===== config.mk =====
export PLATFORM = sky130hd
export DESIGN_NAME = pcfg_req_top
export DESIGN_NICKNAME = d
export VERILOG_FILES = /design/src/rtl/pcfg_pkg.sv /design/src/rtl/pcfg_be_gen.sv /design/src/rtl/pcfg_addr_fmt.sv /design/src/rtl/pcfg_err_stat.sv /design/src/rtl/pcfg_req_top.sv
export SDC_FILE = /design/constraint.sdc
export NUM_CORES = 1
export LEC_CHECK = 0
export BUFFER_PORTS_ARGS = -buffer_cell sky130_fd_sc_hd__buf_2
export CAP_MARGIN = 20
export CORE_UTILIZATION = 45
export CTS_CLUSTER_SIZE = 12
export DETAILED_ROUTE_END_ITERATION = 7
export PLACE_DENSITY = 0.65
export SYNTH_ARGS = -nofsm -noshare
export SYNTH_HDL_FRONTEND = slang
export SYNTH_SLANG_ARGS = --single-unit

===== constraint.sdc =====
create_clock -name clk -period 4.5 [get_ports clk]
set_input_delay 0.225 -clock clk [delete_from_list [all_inputs] [get_ports clk]]
set_output_delay 0.225 -clock clk [all_outputs]
set_load 0.02 [all_outputs]

===== src/rtl/pcfg_pkg.sv =====
package pcfg_pkg;
  localparam int unsigned DW = 32;

  localparam int unsigned OFF_LOC_CTRL  = 'h00;
  localparam int unsigned OFF_LOC_WD    = 'h04;
  localparam int unsigned OFF_LOC_RD    = 'h08;
  localparam int unsigned OFF_CFG_ADDR  = 'h0C;
  localparam int unsigned OFF_CFG_CMD   = 'h10;
  localparam int unsigned OFF_CFG_WD    = 'h14;
  localparam int unsigned OFF_CFG_RD    = 'h18;
  localparam int unsigned OFF_BUS_ERR   = 'h1C;
  localparam int unsigned OFF_BUS_EADDR = 'h20;
  localparam int unsigned OFF_FAB_ERR   = 'h24;
  localparam int unsigned OFF_FAB_EADDR = 'h28;

  localparam logic [3:0] CMD_CFG_RD = 4'hA;
  localparam logic [3:0] CMD_CFG_WR = 4'hB;
  localparam logic [3:0] CMD_LOC_RD = 4'h0;
  localparam logic [3:0] CMD_LOC_WR = 4'h1;

  typedef enum logic [1:0] {
    SZ_BYTE = 2'd0,
    SZ_HALF = 2'd1,
    SZ_WORD = 2'd2,
    SZ_BAD  = 2'd3
  } size_e;

  typedef struct packed {
    logic       rej;
    size_e      size;
    logic [3:0] be_n;
    logic [3:0] cmd;
  } cfg_cmd_t;

  typedef struct packed {
    logic       rej;
    size_e      size;
    logic [3:0] be_n;
    logic       wr;
    logic [5:0] dw_off;
  } loc_ctrl_t;
endpackage


===== src/rtl/pcfg_be_gen.sv =====
module pcfg_be_gen
  import pcfg_pkg::*;
(
  input  size_e      size,
  input  logic [1:0] off,
  output logic [3:0] be_n,
  output logic       illegal
);
  always_comb begin
    be_n    = 4'hF;
    illegal = 1'b1;
    case (size)
      SZ_BYTE: begin
        illegal = 1'b0;
        case (off)
          2'd0:    be_n = 4'hE;
          2'd1:    be_n = 4'hD;
          2'd2:    be_n = 4'hB;
          default: be_n = 4'h7;
        endcase
      end
      SZ_HALF: begin
        if (off == 2'd0) begin
          be_n    = 4'hC;
          illegal = 1'b0;
        end else if (off == 2'd2) begin
          be_n    = 4'h3;
          illegal = 1'b0;
        end
      end
      SZ_WORD: begin
        if (off == 2'd0) begin
          be_n    = 4'h0;
          illegal = 1'b0;
        end
      end
      default: ;
    endcase
  end

  // a legal access enables one, two or four lanes
  always_comb begin
    a_r2_lane_count: assert (illegal || ($countones(~be_n) == 1) ||
                             ($countones(~be_n) == 2) || ($countones(~be_n) == 4));
  end
endmodule


===== src/rtl/pcfg_addr_fmt.sv =====
module pcfg_addr_fmt
  import pcfg_pkg::*;
(
  input  logic [23:0]   locator,
  output logic [DW-1:0] bus_addr
);
  logic [7:0] bus_no;
  logic [4:0] dev_no;
  logic [2:0] fn_no;
  logic [5:0] dw_no;

  assign bus_no = locator[23:16];
  assign dev_no = locator[15:11];
  assign fn_no  = locator[10:8];
  assign dw_no  = locator[7:2];

  always_comb begin
    if (bus_no == 8'd0) begin
      bus_addr = (DW'(1) << dev_no) | {21'd0, fn_no, dw_no, 2'b00};
    end else begin
      bus_addr = {8'd0, bus_no, dev_no, fn_no, dw_no, 2'b01};
    end
  end
endmodule


===== src/rtl/pcfg_err_stat.sv =====
module pcfg_err_stat
  import pcfg_pkg::*;
#(
  parameter int unsigned W = 2
) (
  input  logic          clk,
  input  logic          rst,
  input  logic [W-1:0]  set,
  input  logic [DW-1:0] set_addr,
  input  logic          clr_we,
  input  logic [W-1:0]  clr_bits,
  output logic [W-1:0]  status,
  output logic [DW-1:0] addr
);
  logic [W-1:0] clr_mask;
  assign clr_mask = clr_we ? clr_bits : '0;

  always_ff @(posedge clk) begin
    if (rst) begin
      status <= '0;
      addr   <= '0;
    end else begin
      status <= (status & ~clr_mask) | set;
      if (|set) addr <= set_addr;
    end
  end

  // a raised error survives a same-cycle clear
  a_r12_set_wins: assert property (@(posedge clk) disable iff (rst)
    (|set) |=> ((status & $past(set)) == $past(set)));

  // writing ones clears when nothing new is raised
  a_r12_clear: assert property (@(posedge clk) disable iff (rst)
    (clr_we && !(|set)) |=> ((status & $past(clr_bits)) == '0));

  // a raised error latches its address
  a_r11_addr_latch: assert property (@(posedge clk) disable iff (rst)
    (|set) |=> (addr == $past(set_addr)));
endmodule


===== src/rtl/pcfg_req_top.sv =====
module pcfg_req_top
  import pcfg_pkg::*;
#(
  parameter int unsigned REG_AW    = 6,
  parameter int unsigned BUS_ERR_W = 2,
  parameter int unsigned FAB_ERR_W = 1
) (
  input  logic              clk,
  input  logic              rst,
  input  logic              reg_wr,
  input  logic              reg_rd,
  input  logic [REG_AW-1:0] reg_addr,
  input  logic [DW-1:0]     reg_wdata,
  output logic [DW-1:0]     reg_rdata,
  output logic              dn_req_valid,
  output logic              dn_req_local,
  output logic              dn_req_write,
  output logic [3:0]        dn_req_cmd,
  output logic [DW-1:0]     dn_req_addr,
  output logic [3:0]        dn_req_be_n,
  output logic [DW-1:0]     dn_req_wdata,
  input  logic              dn_rsp_valid,
  input  logic              dn_rsp_abort,
  input  logic [DW-1:0]     dn_rsp_rdata,
  input  logic              fab_err_valid,
  input  logic [DW-1:0]     fab_err_addr,
  output logic              busy
);
  localparam logic [REG_AW-1:0] A_LC  = REG_AW'(OFF_LOC_CTRL);
  localparam logic [REG_AW-1:0] A_LW  = REG_AW'(OFF_LOC_WD);
  localparam logic [REG_AW-1:0] A_LR  = REG_AW'(OFF_LOC_RD);
  localparam logic [REG_AW-1:0] A_CA  = REG_AW'(OFF_CFG_ADDR);
  localparam logic [REG_AW-1:0] A_CC  = REG_AW'(OFF_CFG_CMD);
  localparam logic [REG_AW-1:0] A_CW  = REG_AW'(OFF_CFG_WD);
  localparam logic [REG_AW-1:0] A_CR  = REG_AW'(OFF_CFG_RD);
  localparam logic [REG_AW-1:0] A_BE  = REG_AW'(OFF_BUS_ERR);
  localparam logic [REG_AW-1:0] A_BEA = REG_AW'(OFF_BUS_EADDR);
  localparam logic [REG_AW-1:0] A_FE  = REG_AW'(OFF_FAB_ERR);
  localparam logic [REG_AW-1:0] A_FEA = REG_AW'(OFF_FAB_EADDR);
  localparam int unsigned BUSY_BIT = 8;

  loc_ctrl_t     loc_ctrl_q;
  cfg_cmd_t      cfg_cmd_q;
  logic [DW-1:0] cfg_addr_q;
  logic [DW-1:0] loc_wd_q, loc_rd_q, cfg_wd_q, cfg_rd_q;

  logic hit_lc, hit_lw, hit_ca, hit_cc, hit_cw, hit_be, hit_fe;
  logic blocked, rsp_take;
  logic start_cr, start_cw, start_lr, start_lw;

  logic [3:0]    cc_be_n, lc_be_n;
  logic          cc_illegal, lc_illegal;
  logic [DW-1:0] cfg_bus_addr;

  logic [BUS_ERR_W-1:0] bus_set, bus_st;
  logic [FAB_ERR_W-1:0] fab_set, fab_st;
  logic [DW-1:0]        bus_eaddr, fab_eaddr;
  logic [DW-1:0]        rd_mux;

  // lane decoders, one per request path
  pcfg_be_gen u_be_cfg (
    .size    (size_e'(reg_wdata[9:8])),
    .off     (cfg_addr_q[1:0]),
    .be_n    (cc_be_n),
    .illegal (cc_illegal)
  );

  pcfg_be_gen u_be_loc (
    .size    (size_e'(reg_wdata[25:24])),
    .off     (reg_wdata[1:0]),
    .be_n    (lc_be_n),
    .illegal (lc_illegal)
  );

  pcfg_addr_fmt u_fmt (
    .locator  (cfg_addr_q[23:0]),
    .bus_addr (cfg_bus_addr)
  );

  // write decode and transaction start conditions
  always_comb begin
    hit_lc = reg_wr && (reg_addr == A_LC);
    hit_lw = reg_wr && (reg_addr == A_LW);
    hit_ca = reg_wr && (reg_addr == A_CA);
    hit_cc = reg_wr && (reg_addr == A_CC);
    hit_cw = reg_wr && (reg_addr == A_CW);
    hit_be = reg_wr && (reg_addr == A_BE);
    hit_fe = reg_wr && (reg_addr == A_FE);

    blocked  = busy && (hit_lc || hit_lw || hit_cc || hit_cw);
    rsp_take = dn_rsp_valid && busy;

    start_cr = hit_cc && !busy && !cc_illegal && (reg_wdata[3:0] == CMD_CFG_RD);
    start_cw = hit_cw && !busy && (cfg_cmd_q.cmd == CMD_CFG_WR) && !cfg_cmd_q.rej;
    start_lr = hit_lc && !busy && !lc_illegal && !reg_wdata[16];
    start_lw = hit_lw && !busy && loc_ctrl_q.wr && !loc_ctrl_q.rej;
  end

  // programming registers
  always_ff @(posedge clk) begin
    if (rst) begin
      loc_ctrl_q <= '0;
      cfg_cmd_q  <= '0;
      cfg_addr_q <= '0;
      loc_wd_q   <= '0;
      cfg_wd_q   <= '0;
    end else begin
      if (hit_lc && !busy) begin
        loc_ctrl_q.rej    <= lc_illegal;
        loc_ctrl_q.size   <= size_e'(reg_wdata[25:24]);
        loc_ctrl_q.be_n   <= lc_be_n;
        loc_ctrl_q.wr     <= reg_wdata[16];
        loc_ctrl_q.dw_off <= reg_wdata[7:2];
      end
      if (hit_cc && !busy) begin
        cfg_cmd_q.rej  <= cc_illegal;
        cfg_cmd_q.size <= size_e'(reg_wdata[9:8]);
        cfg_cmd_q.be_n <= cc_be_n;
        cfg_cmd_q.cmd  <= reg_wdata[3:0];
      end
      if (hit_ca)           cfg_addr_q <= reg_wdata;
      if (hit_lw && !busy)  loc_wd_q   <= reg_wdata;
      if (hit_cw && !busy)  cfg_wd_q   <= reg_wdata;
    end
  end

  // downstream request and response tracking
  always_ff @(posedge clk) begin
    if (rst) begin
      busy         <= 1'b0;
      dn_req_valid <= 1'b0;
      dn_req_local <= 1'b0;
      dn_req_write <= 1'b0;
      dn_req_cmd   <= '0;
      dn_req_addr  <= '0;
      dn_req_be_n  <= 4'hF;
      dn_req_wdata <= '0;
      loc_rd_q     <= '0;
      cfg_rd_q     <= '0;
    end else begin
      dn_req_valid <= 1'b0;
      if (start_cr) begin
        busy         <= 1'b1;
        dn_req_valid <= 1'b1;
        dn_req_local <= 1'b0;
        dn_req_write <= 1'b0;
        dn_req_cmd   <= CMD_CFG_RD;
        dn_req_addr  <= cfg_bus_addr;
        dn_req_be_n  <= cc_be_n;
        dn_req_wdata <= '0;
      end else if (start_cw) begin
        busy         <= 1'b1;
        dn_req_valid <= 1'b1;
        dn_req_local <= 1'b0;
        dn_req_write <= 1'b1;
        dn_req_cmd   <= CMD_CFG_WR;
        dn_req_addr  <= cfg_bus_addr;
        dn_req_be_n  <= cfg_cmd_q.be_n;
        dn_req_wdata <= reg_wdata;
      end else if (start_lr) begin
        busy         <= 1'b1;
        dn_req_valid <= 1'b1;
        dn_req_local <= 1'b1;
        dn_req_write <= 1'b0;
        dn_req_cmd   <= CMD_LOC_RD;
        dn_req_addr  <= {24'd0, reg_wdata[7:2], 2'b00};
        dn_req_be_n  <= lc_be_n;
        dn_req_wdata <= '0;
      end else if (start_lw) begin
        busy         <= 1'b1;
        dn_req_valid <= 1'b1;
        dn_req_local <= 1'b1;
        dn_req_write <= 1'b1;
        dn_req_cmd   <= CMD_LOC_WR;
        dn_req_addr  <= {24'd0, loc_ctrl_q.dw_off, 2'b00};
        dn_req_be_n  <= loc_ctrl_q.be_n;
        dn_req_wdata <= reg_wdata;
      end else if (rsp_take) begin
        busy <= 1'b0;
        if (!dn_req_write) begin
          if (dn_req_local) loc_rd_q <= dn_rsp_abort ? '1 : dn_rsp_rdata;
          else              cfg_rd_q <= dn_rsp_abort ? '1 : dn_rsp_rdata;
        end
      end
    end
  end

  // error status: bit 0 master abort, bit 1 request while busy
  always_comb begin
    bus_set    = '0;
    bus_set[0] = rsp_take && dn_rsp_abort;
    bus_set[1] = blocked;
    fab_set    = '0;
    fab_set[0] = fab_err_valid;
  end

  pcfg_err_stat #(.W(BUS_ERR_W)) u_bus_err (
    .clk      (clk),
    .rst      (rst),
    .set      (bus_set),
    .set_addr (dn_req_addr),
    .clr_we   (hit_be),
    .clr_bits (reg_wdata[BUS_ERR_W-1:0]),
    .status   (bus_st),
    .addr     (bus_eaddr)
  );

  pcfg_err_stat #(.W(FAB_ERR_W)) u_fab_err (
    .clk      (clk),
    .rst      (rst),
    .set      (fab_set),
    .set_addr (fab_err_addr),
    .clr_we   (hit_fe),
    .clr_bits (reg_wdata[FAB_ERR_W-1:0]),
    .status   (fab_st),
    .addr     (fab_eaddr)
  );

  // register read path
  always_comb begin
    rd_mux = '0;
    case (reg_addr)
      A_LC:  rd_mux = {loc_ctrl_q.rej, 5'd0, loc_ctrl_q.size, loc_ctrl_q.be_n,
                       3'd0, loc_ctrl_q.wr, 8'd0, loc_ctrl_q.dw_off, 2'b00};
      A_LW:  rd_mux = loc_wd_q;
      A_LR:  rd_mux = loc_rd_q;
      A_CA:  rd_mux = cfg_addr_q;
      A_CC:  rd_mux = {16'd0, cfg_cmd_q.rej, 5'd0, cfg_cmd_q.size,
                       cfg_cmd_q.be_n, cfg_cmd_q.cmd};
      A_CW:  rd_mux = cfg_wd_q;
      A_CR:  rd_mux = cfg_rd_q;
      A_BE:  rd_mux = DW'(bus_st) | (DW'(busy) << BUSY_BIT);
      A_BEA: rd_mux = bus_eaddr;
      A_FE:  rd_mux = DW'(fab_st);
      A_FEA: rd_mux = fab_eaddr;
      default: rd_mux = '0;
    endcase
  end

  always_ff @(posedge clk) begin
    if (rst)         reg_rdata <= '0;
    else if (reg_rd) reg_rdata <= rd_mux;
  end

  // request strobe lasts one cycle
  a_r8_req_one_cycle: assert property (@(posedge clk) disable iff (rst)
    dn_req_valid |=> !dn_req_valid);

  // a request is always accompanied by busy
  a_r8_req_busy: assert property (@(posedge clk) disable iff (rst)
    dn_req_valid |-> busy);

  // the in-flight request stays put until answered
  a_r10_hold: assert property (@(posedge clk) disable iff (rst)
    (busy && !dn_rsp_valid) |=> (busy && $stable(dn_req_addr)));

  // command register is frozen while busy
  a_r10_cmd_frozen: assert property (@(posedge clk) disable iff (rst)
    (busy && hit_cc) |=> $stable(cfg_cmd_q));

  // an aborted bus read yields all ones
  a_r9_all_ones: assert property (@(posedge clk) disable iff (rst)
    (dn_rsp_valid && busy && dn_rsp_abort && !dn_req_write && !dn_req_local)
    |=> (cfg_rd_q == '1));
endmodule


== After elaboration in Yosys (flattened, before gate mapping) ==
Cells that the tools add are included.

* Output and inout port bits: 108
* Bits in registers: 359
* Bits of input ports: 109
* Word-level logic and storage cells: 160

* Reduce and logical (&&, ||, !) cells: 46
* Shift-type cells: 1
* Eq/ne operators: 20
* Bitwise logic cells: 14
* Multiplexer cells: 51

{| class="wikitable"
|+ Operators with widths
! operator !! count
|-
| case mux 32 bit (11 select lines) || 1
|-
| 2-to-1 mux 32 bit || 9
|-
| 2-to-1 mux 4 bit || 14
|-
| case mux 4 bit (3 select lines) || 4
|-
| bitwise OR 32 x 11 -> 32 bit || 1
|-
| left shift 1 x 5 -> 32 bit, first input constant || 1
|-
| == test 6 x 5 -> 1 bit, second input constant || 4
|-
| logical AND 1 bit || 22
|-
| 2-to-1 mux 1 bit || 20
|-
| == test 6 bit, second input constant || 3
|-
| AND reduction 7 bit || 2
|-
| == test 6 x 4 -> 1 bit, second input constant || 2
|-
| bitwise OR 2 x 9 -> 9 bit || 1
|-
| == test 2 x 1 -> 1 bit, second input constant || 4
|-
| == test 2 bit, second input constant || 4
|-
| == test 4 bit, second input constant || 2
|-
| logical NOT 2 bit || 4
|-
| logical NOT 8 bit || 1
|-
| inverter 1 bit || 7
|-
| == test 6 x 3 -> 1 bit, second input constant || 1
|-
| logical NOT 1 bit || 6
|-
| logical NOT 6 bit || 1
|-
| case mux 1 bit (3 select lines) || 2
|-
| nonzero test 5 bit || 1
|-
| 12 further kinds || 15
|}

== Logic depth before layout (Yosys ltp) ==
Gate-level depths: netlist of the first run.

* Depth after elaboration: 10
* Gate-level depth with buffers: 9
* Mapped depth without buffers: 5

== Hierarchy ==
From an unflattened synthesis of the first run, not the netlist that was laid out.

* Cell total of the unflattened synthesis: 1776
* Area, all modules: 15200.8 µm²

{| class="wikitable"
|+ By module, submodules not included
! module !! times used !! seq. area each (µm²) !! cells each !! area an instance (µm²)
|-
| pcfg_req_top || 1 || 5805.6 || 1426 || 11960.2
|-
| pcfg_err_stat at u_bus_err || 1 || 680.7 || 154 || 1416.4
|-
| pcfg_err_stat at u_fab_err || 1 || 660.6 || 108 || 1214.9
|-
| pcfg_addr_fmt || 1 || 0.0 || 66 || 439.2
|-
| pcfg_be_gen || 2 || 0.0 || 11 || 85.1
|}

== Least setup slack after synthesis of the first run ==
No wires, ideal clock.

* Kind: register to register
* Start point: register busy
* End point: register dn_req_be_n[1]
* Setup time: 0.122 ns
* Buffers on the path: 1
* Stages on the path, launching flop included: 7
* Path slack: 2.149 ns
* Data arrival time: 2.229 ns
* Clock period less this slack: 2.351 ns
* Required time: 4.378 ns
* Path through: dfxtp_1 -> or4b_4 -> buf_6 -> or4_4 -> nor2_2 -> a22oi_1 -> a221o_1

* Longest elaborated chain between the ends: 7
* Elaborated cells between the ends (all ways): 17
* Classes of those cells: 3 x mux; 14 x reduce/logical

{| class="wikitable"
|+ Ends and longest elaborated chain
! element !! RTL line !! RTL
|-
| start, declared || pcfg_req_top.sv:27 || <nowiki>output logic busy</nowiki>
|-
| start signal, assigned || pcfg_req_top.sv:130 || <nowiki>busy <= 1'b0;</nowiki>
|-
| start signal, assigned || pcfg_req_top.sv:143 || <nowiki>busy <= 1'b1;</nowiki>
|-
| start signal, assigned || pcfg_req_top.sv:152 || <nowiki>busy <= 1'b1;</nowiki>
|-
| logical NOT 1 bit (*) || -- ||
|-
| logical AND 1 bit (3 in series) || pcfg_req_top.sv:95 || <nowiki>start_lr = hit_lc && !busy && !lc_illegal && !reg_wdata[16];</nowiki>
|-
| 2-to-1 mux 4 bit || pcfg_req_top.sv:160 || <nowiki>end else if (start_lr) begin</nowiki>
|-
| 2-to-1 mux 4 bit || pcfg_req_top.sv:151 || <nowiki>end else if (start_cw) begin</nowiki>
|-
| 2-to-1 mux 4 bit || pcfg_req_top.sv:142 || <nowiki>if (start_cr) begin</nowiki>
|-
| end signal, assigned || pcfg_req_top.sv:149 || <nowiki>dn_req_be_n <= cc_be_n;</nowiki>
|-
| end signal, assigned || pcfg_req_top.sv:158 || <nowiki>dn_req_be_n <= cfg_cmd_q.be_n;</nowiki>
|-
| end signal, assigned || pcfg_req_top.sv:167 || <nowiki>dn_req_be_n <= lc_be_n;</nowiki>
|-
| end, declared || pcfg_req_top.sv:20 || <nowiki>output logic [3:0] dn_req_be_n,</nowiki>
|}

Mark *: on every way between the ends. The rest lies on a longest branch, timed or not.
A chain may end at the register's enable or synchronous reset.

== Worst setup path after layout of the first run ==
* Start point: register busy
* End point: register dn_req_addr[27]

* Longest elaborated chain between the ends: 7
* Elaborated cells between the ends (all ways): 17
* Classes of those cells: 3 x mux; 14 x reduce/logical

{| class="wikitable"
|+ Ends and longest elaborated chain
! element !! RTL line !! RTL
|-
| logical NOT 1 bit (*) || -- ||
|-
| logical AND 1 bit (3 in series) || pcfg_req_top.sv:95 ||
|-
| 2-to-1 mux 32 bit || pcfg_req_top.sv:160 ||
|-
| 2-to-1 mux 32 bit || pcfg_req_top.sv:151 ||
|-
| 2-to-1 mux 32 bit || pcfg_req_top.sv:142 ||
|-
| end signal, assigned || pcfg_req_top.sv:148 || <nowiki>dn_req_addr <= cfg_bus_addr;</nowiki>
|-
| end signal, assigned || pcfg_req_top.sv:157 || <nowiki>dn_req_addr <= cfg_bus_addr;</nowiki>
|-
| end signal, assigned || pcfg_req_top.sv:166 || <nowiki>dn_req_addr <= {24'd0, reg_wdata[7:2], 2'b00};</nowiki>
|-
| end, declared || pcfg_req_top.sv:19 || <nowiki>output logic [DW-1:0] dn_req_addr,</nowiki>
|}

Marked as above.

==> results of run 1 <==
cell families (layout without fill, tap and decap cells):
group,after synthesis,after routing,synth area share (%)
simple gates,690,690,20.3
other cells,1,1,0.0247
buf+inv,177,363,4.78
xor+xnor,2,2,0.116
compound gates,522,522,22.3
flops,357,357,47.1
mux,64,64,5.38
flip-flops by register name, indices dropped and copies added (netlist names):
register / flops
loc_ctrl_q: 14
dn_req_local: 1
dn_req_addr: 32
u_fab_err.addr: 32
u_bus_err.addr: 32
dn_req_be_n: 4
dn_req_wdata: 32
cfg_cmd_q: 11
dn_req_write: 1
dn_req_cmd: 1
u_fab_err.status: 1
cfg_addr_q: 32
loc_rd_q: 32
cfg_rd_q: 32
busy: 1
cfg_wd_q: 32
loc_wd_q: 32
u_bus_err.status: 2
dn_req_valid: 1
reg_rdata: 32
worst min-delay path by stage:
stage | to | cells after the start | slack (ns)
final | loc_ctrl_q[2] | 3 | 0.01
after global placement | cfg_wd_q[11] | 2 | 0.44
after floorplan | cfg_addr_q[31] | 2 | 0.36
after detailed placement | cfg_wd_q[28] | 2 | 0.44
after global routing | loc_ctrl_q[2] | 3 | 0.007
after CTS | dn_req_wdata[13] | 3 | 0.001
per-layer routing:
| metal | vias up | track usage, % | share of wire [%] |
|---|---|---|---|
| met5 | - | 0 | 0 |
| met4 | 0 | 7.02 | 1.8 |
| met3 | 69 | 5.56 | 9.7 |
| met2 | 706 | 43.6 | 43 |
| met1 | 6819 | 42.4 | 45 |
| li1 | 6726 | - | - |
critical path, delay by kind of cell (launching register included):
family           cells  cell delay (ns)
AND/OR/NAND/NOR      3             1.54
AO/OA/AOI/OAI        2             1.06
flip-flops           1             0.50
layout make-up:
class	instances	area, µm²
fillers	3108	14700
multi-input cells	1279	7340
flip-flops and latches	357	7150
repair buffers	287	1750
clock buffers	63	1250
well taps	442	553
clock inverters	4	47.5
inverters	9	33.8
metrics by stage:
step | hold slack, ns | area [µm²] | setup slack, ns | util [%] | total power [mW]
final | 0.0129 | 18100 | 1.29 | 55.1 | 6.76
after global routing | 0.00741 | 18100 | 1.18 | 55.1 | 6.96
after CTS | 0.00122 | 18100 | 1.38 | 55.1 | 6.79
after detailed placement | 0.444 | 16400 | 1.34 | 49.9 | 3.58
after global placement | 0.438 | 16400 | 1.44 | 49.9 | 3.57
after floorplan | 0.361 | 15200 | 2.15 | - | 3.44
power groups by stage:
stage          Combinational (mW)  Clock [mW]  Sequential (mW)
3_5_place_dp                0.309           0             3.27
4_1_cts                     0.339        3.25             3.20
3_3_place_gp                0.305           0             3.27
2_1_floorplan               0.181           0             3.26
6_report                    0.344        3.21             3.20
5_1_grt                     0.367        3.39             3.20
layout by cell type, fill, tap and decap left out, types with 6 or more instances in the layout:
cell | Yosys | layout
nand4_1 | 7 | 7
a22oi_1 | 51 | 51
and2_1 | 8 | 8
o21ai_0 | 18 | 18
clkbuf_1 | 133 | 8
clkbuf_8 | 0 | 14
a21o_1 | 16 | 15
nor2_1 | 157 | 155
a31o_2 | 18 | 18
nand2b_1 | 42 | 42
a222oi_1 | 27 | 27
and3_1 | 12 | 12
mux4_2 | 13 | 13
clkbuf_16 | 0 | 41
a211oi_1 | 73 | 73
inv_1 | 8 | 8
nor3_1 | 10 | 6
a21oi_1 | 248 | 247
o2bb2ai_1 | 16 | 16
dfxtp_1 | 357 | 357
buf_4 | 3 | 28
mux2_2 | 10 | 10
o211ai_1 | 9 | 9
dlygate4sd3_1 | 0 | 42
nand3_1 | 60 | 60
buf_2 | 15 | 214
nor3b_1 | 7 | 6
a31oi_1 | 15 | 15
mux2i_1 | 41 | 41
nand2_1 | 347 | 347
==> run_results.csv, run 1 <==
group,metric,value,unit
clock_tree,cts-root-buf,"clkbuf_16",
timing,max_freq,312,MHz
clock_tree,post_cts_buffers,0,
yosys,synth_area_leaders,"dfxtp_1 47%, nand2_1 8.6%, a21oi_1 8.2%, nor2_1 3.9%, a211oi_1 3.6%",
place,dp.cells,2332,
timing,finalHoldViolCount,0,
yosys,ys.flop_type,"dfxtp_1",
critical_path,crit_path_end,"dn_req_addr[27]",
finish,final_net_count,2082,
clock_tree,post_cts_resized,0,
timing,tightest_slew,1.10,ns
yosys,ys_seq_area_share,47.1,%
power_and_ir_drop,p_leak,6.41,nW
clock_tree,cts.sinks,357,
die,dieArea,0.0344,mm²
critical_path,slowest_stage,"o21ai_2",
critical_path,crit_path_end_kind,"flip-flop",
run_status,status,"completed",
min_path,hold_path_class,"in2reg",
yosys,synthArstFlopShare,0,%
clock_tree,cts_tree,"yes",
global_routing,antenna_found_initial,0,
global_routing,grt_max_degree,135,
die,start_util,46.1,%
critical_path,crit_type,"reg2reg",
critical_path,start_kind,"flip-flop",
critical_path,reg2reg_depth,5,
yosys,syn_area,0.0152,mm²
global_routing,grtUsageTotal,29.0,%
yosys,yosysUniqueCellTypes,71,
timing,timing.setup.tns,0,ns
die,io_pins,217,
detailed_routing,drtPass1Iterations,6,
place,gp_congestion,0.910,
timing,fin_crit,3.21,ns
power_and_ir_drop,p_per_area,373,mW/mm²
die,dieHeight,186,µm
critical_path,critical_path.cell_chain,"or4b_4 > or4_4 > o21ai_2 > nand4b_1 > o2bb2ai_1",
finish,syn2layout_area_growth,19.5,%
critical_path,startpoint,"busy",
timing,rsz0062_at_grt,"no",
timing,fin_skew,0.0194,ns
die,fp-row-count,66,
power_and_ir_drop,internal-power,5.25,mW
power_and_ir_drop,seqPwrFrac,47.4,%
yosys,yosysTopAreaCell,"dfxtp_1",
critical_path,cp_max_fo,23,
critical_path,max_stage_delay,0.83,ns
detailed_routing,ant_nets,0,
detailed_routing,viasPerCell,5.87,
finish,n_antenna_cell,0,
detailed_routing,wl,51.0,mm
power_and_ir_drop,p_sw_share,22.3,%
place,port_buffers,215,
detailed_routing,drc,0,
timing,final.period_utilization,71.3,%
clock_tree,cts_buffers,39,
clock_tree,clockBufferDepth,3,
finish,finalNonFillerCells,2441,
job,drv_cap,0,
timing,final_max_slew_viol_count,0,
global_routing,grt_pass1_vias,13000,
global_routing,grt_overflow_total,0,
clock_tree,cts_hold_buf,42,
clock_tree,h-tree-depth,2,
critical_path,regToRegSetupSlack,1.29,ns
yosys,synth-seq-cells,357,
timing,setup_violations,0,
min_path,min_from,"reg_wdata[4]",
clock_tree,clk_latency,0.53,ns
finish,drive_gt1_share,18.7,%
yosys,synth.most_common_cell,"dfxtp_1",
global_routing,grt_pass1_wl,76.7,mm
die,chipWidth,186,µm
power_and_ir_drop,power_frac_comb,5.1,%
place,hpwl,34.2,mm
critical_path,arrival,3.65,ns
detailed_routing,vias,14300,
detailed_routing,post_drt_wl_per_cell,20.9,µm
yosys,synth_top_area_share,47.1,%
timing,slew-limit-headroom,26.8,%
critical_path,required,4.94,ns
detailed_routing,first_iter_violations,1620,
yosys,synth_edf_count,0,
yosys,synth.net_count,1922,
critical_path,rr_startpoint,"busy",
critical_path,r2r-end,"dn_req_addr[27]",
die,core,0.0329,mm²
clock_tree,clkTransAtPathRegs,0.06,ns
yosys,yosys_warnings,0,
yosys,synthCells,1813,
power_and_ir_drop,ir_drop,0.270,mV
power_and_ir_drop,clockPowerShare,47.5,%
yosys,synth_commonest_cells,"357 x dfxtp_1, 347 x nand2_1, 248 x a21oi_1",
power_and_ir_drop,power_switching,1.51,mW
yosys,syn_avg_cell_area,8.36,µm²
No activity file was read; power rests on OpenSTA's default activity.
==> inputs of run 2 (changes only) <==
==> constraint.sdc (replaced) <==
create_clock -name clk -period 3.15 [get_ports clk]
set_input_delay 0.1575 -clock clk [delete_from_list [all_inputs] [get_ports clk]]
set_output_delay 0.1575 -clock clk [all_outputs]
set_load 0.02 [all_outputs]
==> run 2 against run 1 <==
Die area unchanged. Routed wire length grew 2.1%. Total power rose by 44%. Cell area grew 2.8%. Setup slack got worse by 0.81 ns. Flip-flop and latch count did not move. Non-clock buffer count grew 55. Combinational power up 56%. Clock skew decreased by 0.0065 ns. Largest power group unchanged.
==> run_results.csv, run 2 (synthesized netlist as in run 1, its figures left out) <==
group,metric,value,unit
clock_tree,clkTransAtPathRegs,0.06,ns
finish,syn2layout_area_growth,22.8,%
min_path,hold_path_class,"in2reg",
die,chipWidth,186,µm
timing,finalHoldViolCount,0,
timing,timing.setup.tns,0,ns
place,port_buffers,215,
timing,tightest_slew,0.998,ns
global_routing,grt_max_degree,141,
timing,slew-limit-headroom,33.5,%
die,dieArea,0.0344,mm²
place,dp.cells,2346,
clock_tree,h-tree-depth,2,
critical_path,cp_num_buf_inv,0,
power_and_ir_drop,ir_drop,0.377,mV
timing,final.period_utilization,84.6,%
die,io_pins,217,
clock_tree,cts_buffers,39,
global_routing,grt_overflow_total,0,
finish,drive_gt1_share,18.7,%
detailed_routing,post_drt_wl_per_cell,20.9,µm
global_routing,antenna_found_initial,1,
timing,fin_crit,2.66,ns
critical_path,arrival,3.14,ns
critical_path,required,3.62,ns
clock_tree,clockBufferDepth,3,
critical_path,max_stage_delay,0.60,ns
timing,final_max_slew_viol_count,0,
place,dp_slack,0.363,ns
critical_path,slowest_stage,"nor4_4",
timing,rsz0062_at_grt,"no",
clock_tree,cts.sinks,357,
finish,mostFrequentLayoutCells,"357 x dfxtp_1, 347 x nand2_1, 247 x a21oi_1",
timing,timing.final.ws_setup,0.486,ns
timing,fin_skew,0.0130,ns
detailed_routing,viasPerCell,5.76,
place,hpwl,35.0,mm
finish,fin_area,0.0186,mm²
critical_path,start_kind,"flip-flop",
power_and_ir_drop,p_per_area,522,mW/mm²
clock_tree,post_cts_resized,0,
die,dieHeight,186,µm
global_routing,grtUsageTotal,30.1,%
timing,setup_violations,0,
clock_tree,cts-root-buf,"clkbuf_16",
detailed_routing,first_iter_violations,1577,
detailed_routing,wl,52.1,mm
clock_tree,clk_latency,0.53,ns
finish,final_common_cell,"dfxtp_1",
global_routing,grt_pass1_vias,13400,
place,gp_congestion,0.879,
die,core,0.0329,mm²
job,drv_cap,0,
detailed_routing,drtPass1Iterations,6,
die,start_util,46.1,%
finish,finalNonFillerCells,2498,
critical_path,critPathTopFamily,"simple AND/OR/NAND/NOR gates",
detailed_routing,drc,0,
finish,final_net_count,2137,
die,fp-row-count,66,
timing,max_freq,375,MHz
detailed_routing,ant_nets,0,
critical_path,crit_path_end_kind,"flip-flop",
global_routing,grt_pass1_wl,79.3,mm
place,placed_area,0.0165,mm²
run_status,status,"completed",
critical_path,critical_path.cell_chain,"or4b_4 > nor4_4 > nand2_2 > o211ai_1 > a221o_1",
critical_path,cp_max_fo,36,
detailed_routing,vias,14400,
critical_path,crit_type,"reg2reg",
power_and_ir_drop,p_leak,6.65,nW
clock_tree,cts_tree,"yes",
-- run 2: worst register-to-register path, delay by kind of cell, from the launching register on --
kind            cells  cell delay [ns]
simple gates        3             1.77
compound gates      2             0.53
flops               1             0.31
-- run 2: cell type report --
type | count | area (µm²)
antenna | 1 | 2.50
tap | 442 | 553
inverter | 9 | 33.8
fill | 3077 | 14200
clock buffer | 60 | 1190
clock inverter | 8 | 105
multi-input combinational | 1279 | 7320
timing repair buffer | 342 | 2270
sequential | 357 | 7150
-- run 2: through the flow --
stage / utilization, % / hold WS [ns] / total power, mW
5_1_grt: 56.7 / 0.0281 / 10.0
3_5_place_dp: 50.2 / 0.399 / 5.12
6_report: 56.7 / 0.0253 / 9.72
3_3_place_gp: 50.2 / 0.396 / 5.11
4_1_cts: 56.7 / 0.00912 / 9.77
2_1_floorplan: - / 0.293 / 4.92
-- run 2: power by group --
group	switching [mW]	leakage [nW]	total [mW]	internal [mW]
Clock	1.85	0.639	4.61	2.76
Sequential	0.0220	2.88	4.57	4.55
Combinational	0.327	3.13	0.538	0.212
Total	2.20	6.65	9.72	7.52
-- run 2: worst paths after layout --
check / from / end / slack (ns) / depth (start not counted)
min reg2reg: cfg_wd_q[6] / cfg_wd_q[6] / 0.45 / 2
min: dn_rsp_rdata[17] / cfg_rd_q[17] / 0.03 / 3
max: busy / dn_req_be_n[1] / 0.49 / 5
max reg2reg: busy / dn_req_be_n[1] / 0.49 / 5
-- run 2: repair_timing --
| item | CTS | global route |
|---|---|---|
| buffers inserted | 0 | 0 |
| hold buffers | 83 | 0 |
| endpoints found under the setup margin | 0 | 0 |
| endpoints found under the hold margin | 181 | 0 |
-- run 2: per-layer routing --
layer,track usage [%],vias to the layer above,part of all wire [%]
li1,-,6850,-
met2,45.7,591,43
met4,6.59,2,1.7
met3,5.83,67,8.8
met5,0,-,0.019
met1,43.8,6870,46
